## src/rtl/cntChainPkg.sv

```systemverilog
package cntChainPkg;
  typedef struct packed {
    logic doLoad;
    logic doInc;
  } ctrlStrobes_t;
endpackage

```

## src/rtl/cntCtrl.sv

```systemverilog
module cntCtrl
  import cntChainPkg::*;
(
  input  logic         loadN,
  input  logic         enP,
  input  logic         enT,
  output ctrlStrobes_t strobes
);
  always_comb begin
    strobes.doLoad = !loadN;
    strobes.doInc  = loadN && enP && enT;
  end
endmodule

```

## src/rtl/cntDatapath.sv

```systemverilog
module cntDatapath
  import cntChainPkg::*;
#(
  parameter int BITS = 4
) (
  input  logic            clk,
  input  logic            clearN,
  input  ctrlStrobes_t    strobes,
  input  logic [BITS-1:0] dIn,
  output logic [BITS-1:0] q,
  output logic            atMax
);
  localparam logic [BITS-1:0] ONE = BITS'(1);

  always_ff @(posedge clk or negedge clearN) begin
    if (!clearN)               q <= '0;
    else if (strobes.doLoad)   q <= dIn;
    else if (strobes.doInc)    q <= q + ONE;
  end

  assign atMax = &q;
endmodule

```

## src/rtl/counterStage.sv

```systemverilog
module counterStage
  import cntChainPkg::*;
#(
  parameter int BITS = 4
) (
  input  logic            clk,
  input  logic            clearN,
  input  logic            loadN,
  input  logic            enP,
  input  logic            enT,
  input  logic [BITS-1:0] dIn,
  output logic [BITS-1:0] q,
  output logic            rco
);
  ctrlStrobes_t strobes;
  logic         atMax;

  cntCtrl ctrl_i (
    .loadN  (loadN),
    .enP    (enP),
    .enT    (enT),
    .strobes(strobes)
  );

  cntDatapath #(.BITS(BITS)) dp_i (
    .clk    (clk),
    .clearN (clearN),
    .strobes(strobes),
    .dIn    (dIn),
    .q      (q),
    .atMax  (atMax)
  );

  assign rco = enT && atMax;
endmodule

```

## src/rtl/presetCounterChain.sv

```systemverilog
module presetCounterChain #(
  parameter int STAGES     = 3,
  parameter int STAGE_BITS = 4
) (
  input  logic                         clk,
  input  logic                         clearN,
  input  logic                         loadN,
  input  logic                         cntEnP,
  input  logic                         cntEnT,
  input  logic [STAGES*STAGE_BITS-1:0] loadVal,
  output logic [STAGES*STAGE_BITS-1:0] countQ,
  output logic                         carryOut
);
  localparam int TOTAL_W = STAGES * STAGE_BITS;

  logic [STAGES:0] carryLink;
  assign carryLink[0] = cntEnT;

  for (genvar k = 0; k < STAGES; k++) begin : g_stage
    counterStage #(.BITS(STAGE_BITS)) stage_i (
      .clk   (clk),
      .clearN(clearN),
      .loadN (loadN),
      .enP   (cntEnP),
      .enT   (carryLink[k]),
      .dIn   (loadVal[k*STAGE_BITS +: STAGE_BITS]),
      .q     (countQ[k*STAGE_BITS +: STAGE_BITS]),
      .rco   (carryLink[k+1])
    );
  end

  assign carryOut = carryLink[STAGES];
endmodule

```

## config.mk

```make
export PLATFORM = sky130hd
export DESIGN_NAME = presetCounterChain
export DESIGN_NICKNAME = d
export VERILOG_FILES = /design/src/rtl/cntChainPkg.sv /design/src/rtl/cntCtrl.sv /design/src/rtl/cntDatapath.sv /design/src/rtl/counterStage.sv /design/src/rtl/presetCounterChain.sv
export SDC_FILE = /design/constraint.sdc
export NUM_CORES = 1
export LEC_CHECK = 0
export BUFFER_PORTS_ARGS = -buffer_cell sky130_fd_sc_hd__buf_2
export CELL_PAD_IN_SITES_DETAIL_PLACEMENT = 2
export CELL_PAD_IN_SITES_GLOBAL_PLACEMENT = 2
export CORE_MARGIN = 3
export CORE_UTILIZATION = 27
export DETAILED_ROUTE_END_ITERATION = 10
export MAX_ROUTING_LAYER = met4
export PLACE_DENSITY_LB_ADDON = 0.1
export SYNTH_ARGS = -nofsm -noshare
export SYNTH_HDL_FRONTEND = slang
export SYNTH_SLANG_ARGS = --single-unit
```

## constraint.sdc

```tcl
create_clock -name clk -period 2.45 [get_ports clk]
set_input_delay 0.49 -clock clk [delete_from_list [all_inputs] [get_ports clk]]
set_output_delay 0.49 -clock clk [all_outputs]
set_load 0.005 [all_outputs]
```

Word level (Yosys, flattened, before mapping)
Index checks and enable logic that the tools add are counted.
{ "op_classes": {"n_div": 0, "addsub": 3, "mux": 6, "shift": 0, "n_eq_ne": 3, "n_reduce_logical": 10, "n_bitwise": 0, "magnitude_cmp": 0, "n_mul": 0} }
{ "ops": {"columns": ["op", "count"], "rows": [
  ["$mux W4", 6],
  ["$add A4 B1 Y4 const B", 3],
  ["$reduce_and A4 Y1", 3],
  ["$logic_and A1 B1 Y1", 7],
  ["$ne A2 B1 Y1 const B", 3]
]} }
{ "totals": {"wordCells": 25, "ff_bits": 12, "mem_count": 0, "mem_bits_rw": 0, "latchBits": 0, "in_bits": 17, "rom_bits": 0, "output_inout_bits": 13} }

Longest topological paths before layout
{ "logic_depth": {"ltp_word": 6, "mapped_depth": 5, "mapped_depth_nobuf": 4} }

By module
Synthesis repeated with hierarchy kept, for this count alone.
{ "hier_totals": {"hier_cells": 66, "area_unflattened_um2": 675.6} }
{ "modules_own_cells": {"columns": ["mod", "instances", "cells_each", "area_each_um2"], "rows": [
  ["cntDatapath", 3, 19, 209.0],
  ["cntCtrl", 3, 2, 10.0],
  ["counterStage", 3, 1, 6.3]
]} }

Worst setup path after synthesis
OpenSTA, ideal clock, no wires.
{ "synth_path": {"path_kind": "reg-to-output", "from": "register g_stage[0].stage_i.dp_i.q[0]", "to": "output port carryOut", "slack_ns": 0.924, "stages_incl_launch_ff": 5, "arrival_time_ns": 1.036, "path_buffers": 0, "required_time_ns": 1.960, "cell_sequence": "dfrtp_1 -> ha_1 -> and4_1 -> nand2_1 -> nor3_1"} }
{ "synth_between": {"elab_chain_cells": 4} }
{ "synth_rtl": {"columns": ["item", "line", "text"], "rows": [
  ["start: declaration", "cntDatapath.sv:10", "output logic [BITS-1:0] q,"],
  ["start signal: assignment", "cntDatapath.sv:17", "else if (strobes.doLoad) q <= dIn;"],
  ["start signal: assignment", "cntDatapath.sv:18", "else if (strobes.doInc) q <= q + ONE;"],
  ["$reduce_and A4 Y1", "cntDatapath.sv:21", "assign atMax = &q;"],
  ["$logic_and A1 B1 Y1 (3 in a row)", "counterStage.sv:34", "assign rco = enT && atMax;"],
  ["end: declaration", "presetCounterChain.sv:12", "output logic carryOut"]
]} }
Every way passes these cells.

Worst setup path after layout
Same ends and word-level chain as after synthesis.

==> run_results.csv <==
group,metric,value,unit
outcome,status,"completed",
timing,setup_viol,0,
synth,muxShareOfSynthArea,1.404,%
floorplan,fp.coreArea,2361,um2
synth,seq_area_frac_synth,42.11,%
synth,yosys_warnings,0,
layout,seq_area,300.3,um2
timing,finalSetupTns,0,ns
floorplan,die_w,57.40,um
global_routing,grt_max_degree,26,
synth,ys_types,24,
timing,period_minus_slack,1.991,ns
clock_tree,cts_num_sinks,12,
placement,place_hpwl,1.575,mm
drt,vias,724,
layout,layout_commonest_cell,"buf_2",
clock_tree,clk_latency,0.28,ns
synth,syn-cell-area,713.2,um2
clock_tree,cts_tree,"built",
clock_tree,holdBufCountCts,0,
drt,drt_iter0_drc,11,
timing,slew_viol_final,0,
synth,synth_nets,100,
synth,avgSynthCellArea,8.915,um2
timing,maxSlewHeadroom,65.94,%
drt,firstDrtPassIters,4,
critical_path,cp_max_fo,4,
critical_path,cp-end-kind,"output pin",
layout,largest_reg_flops,12,
layout,layout.nets,130,
layout,num-fill-cells,281,
timing,fmax,0.5023,GHz
synth,synthXorXnorAreaFrac,2.456,%
timing,holdWs,0.07848,ns
synth,synthArstFlopShare,100.0,%
floorplan,pin_count,30,
floorplan,die_y,57.40,um
power,p_leak,0.3966,nW
power,vdd_drop_max,0.2479,mV
global_routing,grt_overflow,0,
layout,drive_above_1_share,32.11,%
floorplan,num_rows,17,
clock_tree,cts_setup_buffers,0,
floorplan,initial_core_util,30.21,%
layout,post-route-util,38.69,%
synth,synth_ff_type,"dfrtp_1",
drt,vias_per_cell,5.285,
clock_tree,clk_pin_slew,0.09,ns
floorplan,die_area,3294,um2
global_routing,track_usage,13.95,%
critical_path,crit_type,"reg2out",
synth,synth_top_family_by_area,"simple AND/OR/NAND/NOR gates",
synth,synthAdderAreaFrac,5.263,%
clock_tree,htreeDepth,1,
timing,rsz0062_at_grt,"false",
synth,synth-edff-count,0,
synth,synth_compound_area_share,18.07,%
layout,multiInputGateArea,381.6,um2
clock_tree,clockBufferDepth,2,
layout,synthToLayoutAreaGrowth,28.07,%
placement,dp_cells,133,
drt,wl,2.106,mm
layout,final_cells,137,
global_routing,grt_antenna_before_repair,0,
layout,reg_top3,"g_stage.stage_i.dp_i.q: 12 flops",
clock_tree,ctsRootBufferMaster,"clkbuf_4",
clock_tree,cts_made_buffers,3,
global_routing,grt_pass1_vias,707,
drt,wl_per_cell,15.37,um
synth,synth-seq-cells,12,
critical_path,critPathArrivalTime,1.50,ns
layout,diodes,0,
critical_path,critical_path_required,1.96,ns
drt,drc_errors,0,
synth,yosys.area_share.simple,26.32,%
layout,most-common-layout-cells,"buf_2 (29), dfrtp_1 (12), nor2_1 (11)",
drt,ant_nets,0,
critical_path,start_kind,"flip-flop",
global_routing,grt_pass1_wl,3.429,mm
timing,fin_crit_sh,81.26,%
timing,fin_worst_skew,0.007275,ns
run,max_cap_violations,0,
placement,port-buffer-count,29,
clock_tree,cts-resized-gates,0,
timing,worst_pin_slew,0.5094,ns
power,power_density,567.4,nW/um2
timing,timing.final.hold_violations,0,
layout,regMostFlops,"g_stage.stage_i.dp_i.q",
synth,synth_cells,80,
worst_hold_path,hp-class,"in2async",
placement,routabilityCongestion,0.6896,
-- cells by family (layout without fill, tap and decap cells) --
family                   after synthesis  count (layout)
adder cells (fa/ha/maj)                3               3
multiplexers                           1               1
buffers and inverters                  8              37
AND/OR/NAND/NOR                       33              33
AO/OA/AOI/OAI                         21              21
XOR/XNOR                               2               2
flip-flops                            12              12
-- metrics by stage --
stage | setup slack [ns] | area (um2) | power, mW
floorplan | 0.9240 | 713.2 | 0.3026
global placement | 0.5763 | 877.1 | 0.3559
detailed placement | 0.4911 | 877.1 | 0.3614
CTS | 0.4342 | 913.4 | 0.5316
global route | 0.3388 | 913.4 | 0.5595
finish | 0.4591 | 913.4 | 0.5182
-- final cells by class --
type	count	share of cell area [%]
well taps	28	3.836
inverters	4	1.644
clock buffers	4	3.973
repair buffers	29	15.89
flip-flops and latches	12	32.88
multi-input cells	60	41.78
-- metal layers --
metal | global-route usage, % | share of wire [%] | vias to the layer above
met4 | 3.974 | 0.66 | 0
li1 | - | - | 355
met2 | 22.90 | 49 | 18
met3 | 4.072 | 5.2 | 2
met1 | 16.44 | 45 | 349
met5 | - | 0 | -
-- path summary, 6_finish.rpt --
| kind | depth (start not counted) | endpoint | start | slack (ns) |
|---|---|---|---|---|
| min in group clk | 3 | g_stage[0].stage_i.dp_i.q[1] | loadVal[1] | 0.45 |
| min | 1 | g_stage[1].stage_i.dp_i.q[2] | clearN | 0.08 |
| max in group asynchronous | 1 | g_stage[2].stage_i.dp_i.q[0] | clearN | 2.14 |
| min reg2reg | 2 | g_stage[2].stage_i.dp_i.q[3] | g_stage[2].stage_i.dp_i.q[3] | 0.60 |
| max reg2reg | 4 | g_stage[2].stage_i.dp_i.q[3] | g_stage[0].stage_i.dp_i.q[0] | 0.51 |
| max | 5 | carryOut | g_stage[0].stage_i.dp_i.q[0] | 0.46 |
-- worst max-delay path, cell delays in order (launching register included) --
cell     delay, ns
dfrtp_1       0.40
ha_1          0.20
and4_1        0.25
nand2_1       0.07
nor3_1        0.16
buf_2         0.14
-- cell usage after synthesis (2+ instances only) --
cell	n	share of area (%)
nand2b_1	2	1.8
nand3_1	4	2.8
o31ai_1	3	3.2
nand2_1	3	1.6
a21oi_1	3	2.1
a31oi_1	8	7.0
or4_1	3	3.2
nand4_1	3	2.6
dfrtp_1	12	42
xor2_1	2	2.5
clkbuf_1	3	1.6
ha_1	3	5.3
inv_1	4	2.1
o21ai_0	5	3.5
or3_1	3	2.6
nor2_1	11	5.8
-- report_power, final --
group          internal, mW  total, mW  switching [mW]
clock network        0.0904      0.164          0.0735
registers             0.218      0.243          0.0253
logic                0.0506      0.111          0.0604
total                 0.359      0.518           0.159
(Power assumes the default switching activity.)
